File: src/rtl/seg_xlate_pkg.sv
`timescale 1ns/1ps
package seg_xlate_pkg;

    typedef enum logic [1:0] {
        FLT_NONE   = 2'd0,
        FLT_LIMIT  = 2'd1,
        FLT_RIGHTS = 2'd2
    } fault_e;

    typedef enum logic [1:0] {
        ACC_READ  = 2'd0,
        ACC_WRITE = 2'd1,
        ACC_EXEC  = 2'd2,
        ACC_RSVD  = 2'd3
    } acc_e;

    typedef enum logic {
        ST_QUIET   = 1'b0,
        ST_PRESENT = 1'b1
    } resp_state_e;

    localparam int RIGHTS_BITS = 3;

endpackage

File: src/rtl/seg_desc_table.sv
`timescale 1ns/1ps
module seg_desc_table
    import seg_xlate_pkg::*;
#(
    parameter int SEG_BITS  = 2,
    parameter int PA_BITS   = 16,
    parameter int SIZE_BITS = 13
) (
    input  logic                   clk,
    input  logic                   rst_n,
    input  logic                   wr_en,
    input  logic [SEG_BITS-1:0]    wr_sel,
    input  logic [PA_BITS-1:0]     wr_start,
    input  logic [SIZE_BITS-1:0]   wr_size,
    input  logic [RIGHTS_BITS-1:0] wr_rights,
    input  logic [SEG_BITS-1:0]    lk_sel,
    output logic [PA_BITS-1:0]     lk_start,
    output logic [SIZE_BITS-1:0]   lk_size,
    output logic [RIGHTS_BITS-1:0] lk_rights,
    input  logic [SEG_BITS-1:0]    rb_sel,
    output logic [PA_BITS-1:0]     rb_start,
    output logic [SIZE_BITS-1:0]   rb_size,
    output logic [RIGHTS_BITS-1:0] rb_rights
);

    localparam int NSEG = 1 << SEG_BITS;

    function automatic logic [PA_BITS-1:0] init_start(input int idx);
        case (idx)
            0:       return PA_BITS'(16'h4000);
            3:       return PA_BITS'(16'h2000);
            default: return '0;
        endcase
    endfunction

    function automatic logic [SIZE_BITS-1:0] init_size(input int idx);
        case (idx)
            0:       return SIZE_BITS'(13'h0700);
            1:       return SIZE_BITS'(13'h0500);
            3:       return SIZE_BITS'(13'h1000);
            default: return '0;
        endcase
    endfunction

    function automatic logic [RIGHTS_BITS-1:0] init_rights(input int idx);
        case (idx)
            0:       return 3'b101;
            1:       return 3'b011;
            3:       return 3'b011;
            default: return 3'b000;
        endcase
    endfunction

    logic [PA_BITS-1:0]     start_q  [NSEG];
    logic [SIZE_BITS-1:0]   size_q   [NSEG];
    logic [RIGHTS_BITS-1:0] rights_q [NSEG];

    for (genvar g = 0; g < NSEG; g++) begin : g_entry
        always_ff @(posedge clk or negedge rst_n) begin
            if (!rst_n) begin
                start_q[g]  <= init_start(g);
                size_q[g]   <= init_size(g);
                rights_q[g] <= init_rights(g);
            end else if (wr_en && wr_sel == SEG_BITS'(g)) begin
                start_q[g]  <= wr_start;
                size_q[g]   <= wr_size;
                rights_q[g] <= wr_rights;
            end
        end
    end

    always_comb begin
        lk_start  = start_q[lk_sel];
        lk_size   = size_q[lk_sel];
        lk_rights = rights_q[lk_sel];
        rb_start  = start_q[rb_sel];
        rb_size   = size_q[rb_sel];
        rb_rights = rights_q[rb_sel];
    end

endmodule

File: src/rtl/seg_check.sv
`timescale 1ns/1ps
module seg_check
    import seg_xlate_pkg::*;
#(
    parameter int OFF_BITS  = 12,
    parameter int PA_BITS   = 16,
    parameter int SIZE_BITS = 13
) (
    input  logic [OFF_BITS-1:0]    offset,
    input  logic [1:0]             acc,
    input  logic [PA_BITS-1:0]     seg_start,
    input  logic [SIZE_BITS-1:0]   seg_size,
    input  logic [RIGHTS_BITS-1:0] seg_rights,
    output logic [PA_BITS-1:0]     paddr,
    output fault_e                 fault
);

    logic over_limit;
    logic allowed;

    always_comb begin
        over_limit = (SIZE_BITS'(offset) >= seg_size);
        unique case (acc_e'(acc))
            ACC_READ:  allowed = seg_rights[0];
            ACC_WRITE: allowed = seg_rights[1];
            ACC_EXEC:  allowed = seg_rights[2];
            default:   allowed = 1'b0;
        endcase

        if (over_limit) begin
            fault = FLT_LIMIT;
            paddr = '0;
        end else if (!allowed) begin
            fault = FLT_RIGHTS;
            paddr = '0;
        end else begin
            fault = FLT_NONE;
            paddr = seg_start + PA_BITS'(offset);
        end
    end

endmodule

File: src/rtl/seg_xlate.sv
`timescale 1ns/1ps
module seg_xlate
    import seg_xlate_pkg::*;
#(
    parameter int SEG_BITS = 2,
    parameter int OFF_BITS = 12,
    parameter int PA_BITS  = 16,
    localparam int VA_BITS   = SEG_BITS + OFF_BITS,
    localparam int SIZE_BITS = OFF_BITS + 1
) (
    input  logic                   clk,
    input  logic                   rst_n,
    input  logic                   priv_kernel,
    input  logic                   req_valid,
    input  logic [VA_BITS-1:0]     req_vaddr,
    input  logic [1:0]             req_acc,
    output logic                   resp_valid,
    output logic [PA_BITS-1:0]     resp_paddr,
    output logic [1:0]             resp_fault,
    input  logic                   cfg_we,
    input  logic [SEG_BITS-1:0]    cfg_sel,
    input  logic [PA_BITS-1:0]     cfg_start,
    input  logic [SIZE_BITS-1:0]   cfg_size,
    input  logic [RIGHTS_BITS-1:0] cfg_rights,
    output logic [PA_BITS-1:0]     cfg_rd_start,
    output logic [SIZE_BITS-1:0]   cfg_rd_size,
    output logic [RIGHTS_BITS-1:0] cfg_rd_rights,
    output logic                   priv_viol
);

    resp_state_e state_q, state_d;

    logic [SEG_BITS-1:0]    seg_idx;
    logic [OFF_BITS-1:0]    seg_off;
    logic [PA_BITS-1:0]     lk_start;
    logic [SIZE_BITS-1:0]   lk_size;
    logic [RIGHTS_BITS-1:0] lk_rights;
    logic [PA_BITS-1:0]     xl_paddr;
    fault_e                 xl_fault;
    logic                   wr_ok;

    assign seg_idx = req_vaddr[VA_BITS-1:OFF_BITS];
    assign seg_off = req_vaddr[OFF_BITS-1:0];
    assign wr_ok   = cfg_we && priv_kernel;

    seg_desc_table #(
        .SEG_BITS (SEG_BITS),
        .PA_BITS  (PA_BITS),
        .SIZE_BITS(SIZE_BITS)
    ) table_i (
        .clk      (clk),
        .rst_n    (rst_n),
        .wr_en    (wr_ok),
        .wr_sel   (cfg_sel),
        .wr_start (cfg_start),
        .wr_size  (cfg_size),
        .wr_rights(cfg_rights),
        .lk_sel   (seg_idx),
        .lk_start (lk_start),
        .lk_size  (lk_size),
        .lk_rights(lk_rights),
        .rb_sel   (cfg_sel),
        .rb_start (cfg_rd_start),
        .rb_size  (cfg_rd_size),
        .rb_rights(cfg_rd_rights)
    );

    seg_check #(
        .OFF_BITS (OFF_BITS),
        .PA_BITS  (PA_BITS),
        .SIZE_BITS(SIZE_BITS)
    ) check_i (
        .offset    (seg_off),
        .acc       (req_acc),
        .seg_start (lk_start),
        .seg_size  (lk_size),
        .seg_rights(lk_rights),
        .paddr     (xl_paddr),
        .fault     (xl_fault)
    );

    always_comb begin
        state_d = state_q;
        unique case (state_q)
            ST_QUIET:   if (req_valid) state_d = ST_PRESENT;
            ST_PRESENT: if (!req_valid) state_d = ST_QUIET;
            default:    state_d = ST_QUIET;
        endcase
    end

    always_ff @(posedge clk or negedge rst_n) begin
        if (!rst_n) state_q <= ST_QUIET;
        else        state_q <= state_d;
    end

    always_ff @(posedge clk or negedge rst_n) begin
        if (!rst_n) begin
            resp_paddr <= '0;
            resp_fault <= FLT_NONE;
            priv_viol  <= 1'b0;
        end else begin
            priv_viol <= cfg_we && !priv_kernel;
            if (req_valid) begin
                resp_paddr <= xl_paddr;
                resp_fault <= xl_fault;
            end else begin
                resp_paddr <= '0;
                resp_fault <= FLT_NONE;
            end
        end
    end

    assign resp_valid = (state_q == ST_PRESENT);

endmodule

File: config.mk
export PLATFORM = sky130hd
export DESIGN_NAME = seg_xlate
export DESIGN_NICKNAME = d
export VERILOG_FILES = /design/src/rtl/seg_xlate_pkg.sv /design/src/rtl/seg_desc_table.sv /design/src/rtl/seg_check.sv /design/src/rtl/seg_xlate.sv
export SDC_FILE = /design/constraint.sdc
export NUM_CORES = 1
export LEC_CHECK = 0
export BUFFER_PORTS_ARGS = -buffer_cell sky130_fd_sc_hd__clkbuf_2
export CAP_MARGIN = 0
export CORE_MARGIN = 4
export CORE_UTILIZATION = 65
export CTS_BUF_LIST = sky130_fd_sc_hd__clkbuf_8
export DETAILED_ROUTE_END_ITERATION = 16
export MAX_ROUTING_LAYER = met4
export PLACE_DENSITY = 0.89
export REMOVE_ABC_BUFFERS = 1
export SYNTH_ARGS = -nofsm -noshare
export SYNTH_HDL_FRONTEND = slang
export SYNTH_SLANG_ARGS = --single-unit
File: constraint.sdc
create_clock -name clk -period 5 [get_ports clk]
set_input_delay 0 -clock clk [delete_from_list [all_inputs] [get_ports clk]]
set_output_delay 0 -clock clk [all_outputs]
set_load 0.05 [all_outputs]
---- Word-level counts from Yosys, hierarchy flattened ----
Index checks and enable logic that the tools add are counted.
storage, ports and cells
  word-level logic and storage cells ...... 62
  register bits ........................... 148
  output and inout port bits .............. 52
cells by class
  equal/unequal tests ..................... 5
  $lt $le $gt $ge ......................... 3
  mux-type cells .......................... 26
  add/subtract/negate cells ............... 1
  bitwise logic cells ..................... 2
  reduce and logical (&&, ||, !) cells .... 9
operators by type and width
  cell                                           count
  two-way mux 16 bit                             7
  binary-select mux 16 bit (select 2 bit)        2
  binary-select mux 13 bit (select 2 bit)        2
  two-way mux 13 bit                             4
  adder 16 x 12 -> 16 bit                        1
  >= comparator 12 x 13 -> 1 bit                 1
  binary-select mux 3 bit (select 2 bit)         2
  two-way mux 3 bit                              4
  == test 2 bit, second input constant           3
  >= comparator 3 bit, second input constant     2
  logical AND 1 bit                              6
  two-way mux 2 bit                              3
  NOT 2 -> 3 bit                                 2
  == test 2 x 1 -> 1 bit, second input constant  2
  zero test 2 bit                                2
  one-hot mux 1 bit (3 select lines)             1
  zero test 1 bit                                1
  two-way mux 1 bit                              1

---- Longest topological paths before layout ----
  depth after elaboration ................. 8
  gate-level depth with buffers ........... 13
  gate-level depth less buffers ........... 9

---- By module ----
From an unflattened synthesis, not the netlist that was laid out.
second synthesis, totals
  cells, all modules ...................... 558
  area, all modules ....................... 8066.5 um^2
modules (own cells, without submodules)
  module          times used  cells each  area each (um^2)
  seg_desc_table  1           350         6273.5
  seg_check       1           167         1138.6
  seg_xlate       1           41          654.4

---- Worst setup path before layout ----
No wires, ideal clock.
  kind .................................... input-to-reg
  from .................................... in req_vaddr[12]
  to ...................................... reg resp_paddr[14]
  arrival ................................. 2.701 ns
  required time ........................... 4.882 ns
  slack ................................... 2.181 ns
  buffers on the path ..................... 3
  setup time .............................. 0.118 ns
  stages on the path ...................... 12
  path through ............................ buf_6 > buf_12 > buf_2 > mux4_2 > ha_1 > fa_1 > a21o_1 > a21o_1 > a2111o_1 > nand3_1 > xor2_1 > nor2_1
between the ends
  cells in the longest elaborated chain, start to end .. 8
ends and longest elaborated chain
  what                                                                                                      RTL line                                                          text
  from (decl)                                                                                               seg_xlate.sv:15                                                   input logic [VA_BITS-1:0] req_vaddr,
  NOT 2 -> 3 bit (implied by the code) *                                                                    seg_desc_table.sv:73, seg_desc_table.sv:74, seg_desc_table.sv:75
  binary-select mux 16 bit (select 2 bit) / binary-select mux 3 bit (select 2 bit) (equally long branches)  seg_desc_table.sv:73, seg_desc_table.sv:75
  two-way mux 16 bit (implied by the code) / two-way mux 3 bit (equally long branches) (2 in a row)         seg_desc_table.sv:73, seg_desc_table.sv:75
  adder 16 x 12 -> 16 bit / one-hot mux 1 bit (3 select lines) (equally long branches)                      seg_check.sv:38, seg_check.sv:23
  two-way mux 16 bit                                                                                        seg_check.sv:33                                                   end else if (!allowed) begin
  two-way mux 16 bit *                                                                                      seg_check.sv:30                                                   if (over_limit) begin
  two-way mux 16 bit *                                                                                      seg_xlate.sv:103                                                  if (req_valid) begin
  to (signal assigned)                                                                                      seg_xlate.sv:104                                                  resp_paddr <= xl_paddr;
  to (decl)                                                                                                 seg_xlate.sv:18                                                   output logic [PA_BITS-1:0] resp_paddr,
Every way passes the cells marked *; elsewhere a longest branch is shown, timed or not. The select of a mux whose other input is x is not followed.
A chain may end at the register's enable or synchronous reset.

---- Final worst setup path ----
  from .................................... reg table_i.start_q[0] (netlist bit)
  to ...................................... reg resp_paddr[14]
between the ends
  cells in the longest elaborated chain, start to end .. 7
ends and longest elaborated chain
  what                                                   RTL line              text
  from (decl)                                            seg_desc_table.sv:54  logic [PA_BITS-1:0] start_q [NSEG];
  from (signal, indexed assignment)                      seg_desc_table.sv:61  start_q[g] <= init_start(g);
  from (signal, indexed assignment)                      seg_desc_table.sv:65  start_q[g] <= wr_start;
  binary-select mux 16 bit (select 2 bit)                seg_desc_table.sv:73  lk_start = start_q[lk_sel];
  two-way mux 16 bit (implied by the code) (2 in a row)  seg_desc_table.sv:73
  adder 16 x 12 -> 16 bit                                seg_check.sv:38       paddr = seg_start + PA_BITS'(offset);
  two-way mux 16 bit                                     seg_check.sv:33
  two-way mux 16 bit                                     seg_check.sv:30
  two-way mux 16 bit                                     seg_xlate.sv:103
No other way between the ends. The select of a mux whose other input is x is not followed.

==> flow_summary.toml <==
[sta]
rsz0062_at_grt = "no"
worst_slack_ns = 2.14
worstMarginPinSlew_ns = 1.01
period_share_pct = 57.2
drv_slew = 0
hold_viol_final = 0
max-slew-margin-rel_pct = 32.4
setup_viol = 0
clock_skew_ns = 0.0100
fin_tns_setup_ns = 0
min_period_ns = 2.86
max_freq_mhz = 350

[worst_setup_path]
critical_path_class = "reg2reg"
crit_path_start_kind = "flip-flop"
cp_max_fo = 3
required_ns = 5.35
worst_setup_path_end_kind = "flip-flop"
cp_data_arrival_time_ns = 3.21

[clocking]
cts_hold_buf = 39
cts_tree = "done"
htree_levels = 4
clock_sinks = 148
path_clk_slew_ns = 0.08
cts_made_buffers = 17
post_cts_resized = 0
clockRootBuffer = "clkbuf_8"
cts_setup_buffers = 0
clockBufferDepth = 2
clk-insertion-delay-late_ns = 0.46

[power]
p_leak_nw = 4.21
power_density_nw_per_um2 = 444
ir_worst_vdd_v = 0.000324

[drt]
drt-total-wl_mm = 19.3
drtAntennaViolNets = 0
dr.pass1.iters = 5
viasPerCell = 6.50
wl_per_cell_um = 23.1
drt_iter0_markers = 537
vias = 5440
drcViolationCount = 0

[layout]
final_common_cell = "dfrtp_1"
instances_no_fill = 837
layout_common_cells = "dfrtp_1 (134), mux2_2 (128), clkbuf_2 (105), mux4_2 (62), dlygate4sd3_1 (39)"
drive_gt1_share_pct = 51.7
syn2layout_area_growth_pct = 18.9
fin_nets = 760
utilization_pct = 80.3

[global_route]
grt_pass1_wl_mm = 31.5
grt_usage_pct = 29.9
antenna_found_initial = 1
overflow = 0
grt_max_degree = 79
grt_pass1_vias = 5960

[hold_path]
hp-class = "in2reg"

[yosys]
syn_area_per_cell_um2 = 14.7
synth_top_flop_cell = "dfrtp_1"
synth_top_area_cell = "dfrtp_1"
syn-cell-area_um2 = 7880
async_flop_share_pct = 100
synth_top_area_share_pct = 42.6
yosys-top-cells-area = "dfrtp_1 (43%), mux2_2 (18%), mux4_2 (18%), dfstp_2 (4.7%), ha_1 (3.8%)"
ys_seq_area_share_pct = 47.2
synth.distinct_cells = 47
ys_ff_latch = 148
synthesis.instances = 534
synth-edff-count = 0
yosys_warnings = 0

[die]
die_area_um2 = 13900
pin_count = 107
die_h_um = 118
num_rows = 39
coreArea_um2 = 11700
initial_core_util_pct = 67.5
die_w_um = 118

[job]
drv_cap = 0

[run_status]
outcome = "finished, final reports clean"

[placement]
place.gp.congestion = 0.873
numPortBuffers = 106
pre_cts_ws_ns = 1.71
dp_hpwl_mm = 12.4
dp_cells = 765
## cells in the mapped netlist, types with 4 or more instances
library cell	instances
xor2_1	6
mux4_2	62
mux2_2	128
o21ai_0	7
dfstp_2	14
buf_2	14
a211oi_1	5
dfrtp_1	134
a21o_1	6
ha_1	24
a21oi_1	14
nor3_1	4
clkbuf_1	6
inv_1	16
nand3_1	9
buf_1	5
nor2_1	26
nand2_1	14
## layout make-up
cell class | count | area [um2]
Multi-Input combinational cell | 342 | 3950
Fill cell | 627 | 2290
Clock inverter | 10 | 154
Tap cell | 143 | 179
Inverter | 16 | 60.1
Clock buffer | 22 | 303
Antenna cell | 1 | 2.50
Sequential cell | 148 | 3720
Timing Repair Buffer | 155 | 1000
## where the power goes
group	leakage [nW]	switching, mW	internal, mW
Sequential	1.79	0.197	1.47
Combinational	2.18	0.810	0.625
Clock	0.237	0.452	0.606
Total	4.21	1.46	2.70
## cells by family (layout without fill, tap and decap cells)
| group | Yosys count | after routing | share of synthesized area (%) |
|---|---|---|---|
| DFF | 148 | 148 | 47.2 |
| buffers and inverters | 44 | 203 | 2.72 |
| muxes | 193 | 193 | 36.8 |
| other | 0 | 1 | 0 |
| adders and majority gates | 25 | 25 | 4.07 |
| xor gates and xnor gates | 9 | 9 | 1.00 |
| AOI/OAI and AO/OA | 48 | 48 | 4.07 |
| and+or+nand+nor | 67 | 67 | 4.08 |
## final timing paths
check	startpoint	end	slack [ns]	depth (start not counted)
setup / recovery	table_i.start_q[0]	resp_paddr[14]	2.14	9
setup reg to reg	table_i.start_q[0]	resp_paddr[14]	2.14	9
max in group asynchronous	rst_n	table_i.start_q[26]	3.51	3
hold reg to reg	table_i.start_q[29]	table_i.start_q[29]	0.53	1
min in group asynchronous	rst_n	table_i.size_q[16]	0.13	2
hold / removal	req_vaddr[1]	resp_paddr[1]	0.01	4
## worst max-delay path, cell delays in order (launching register included)
cell	delay, ns
dfrtp_1	0.41
mux4_2	0.49
ha_1	0.25
fa_1	0.45
a21o_1	0.19
a21o_1	0.21
a2111o_1	0.40
nand3_1	0.13
xor2_1	0.17
nor2_1	0.05
## stage by stage
step           cell area (um2)  total power, mW  hold slack (ns)
6_report                  9370             4.16           0.0115
5_1_grt                   9370             4.35           0.0699
4_1_cts                   9370             4.15          0.00965
3_5_place_dp              8520             3.06           0.0808
3_3_place_gp              8520             2.97           0.0609
2_1_floorplan             7720             2.67           -0.296
## routing by layer
metal,share of wire (%),vias to the layer above,global-route usage [%]
met5,0,-,-
met4,2.9,0,12.9
met3,5.0,48,5.81
met2,53,228,49.2
met1,39,2833,36.5
li1,-,2331,-
## state kept, by name, indices dropped and copies added, names as in the netlist
name / count
table_i.size_q: 52
priv_viol: 1
resp_paddr: 16
resp_fault: 2
table_i.rights_q: 12
table_i.start_q: 64
resp_valid: 1
Note: power is estimated with default switching activity, not from simulation.
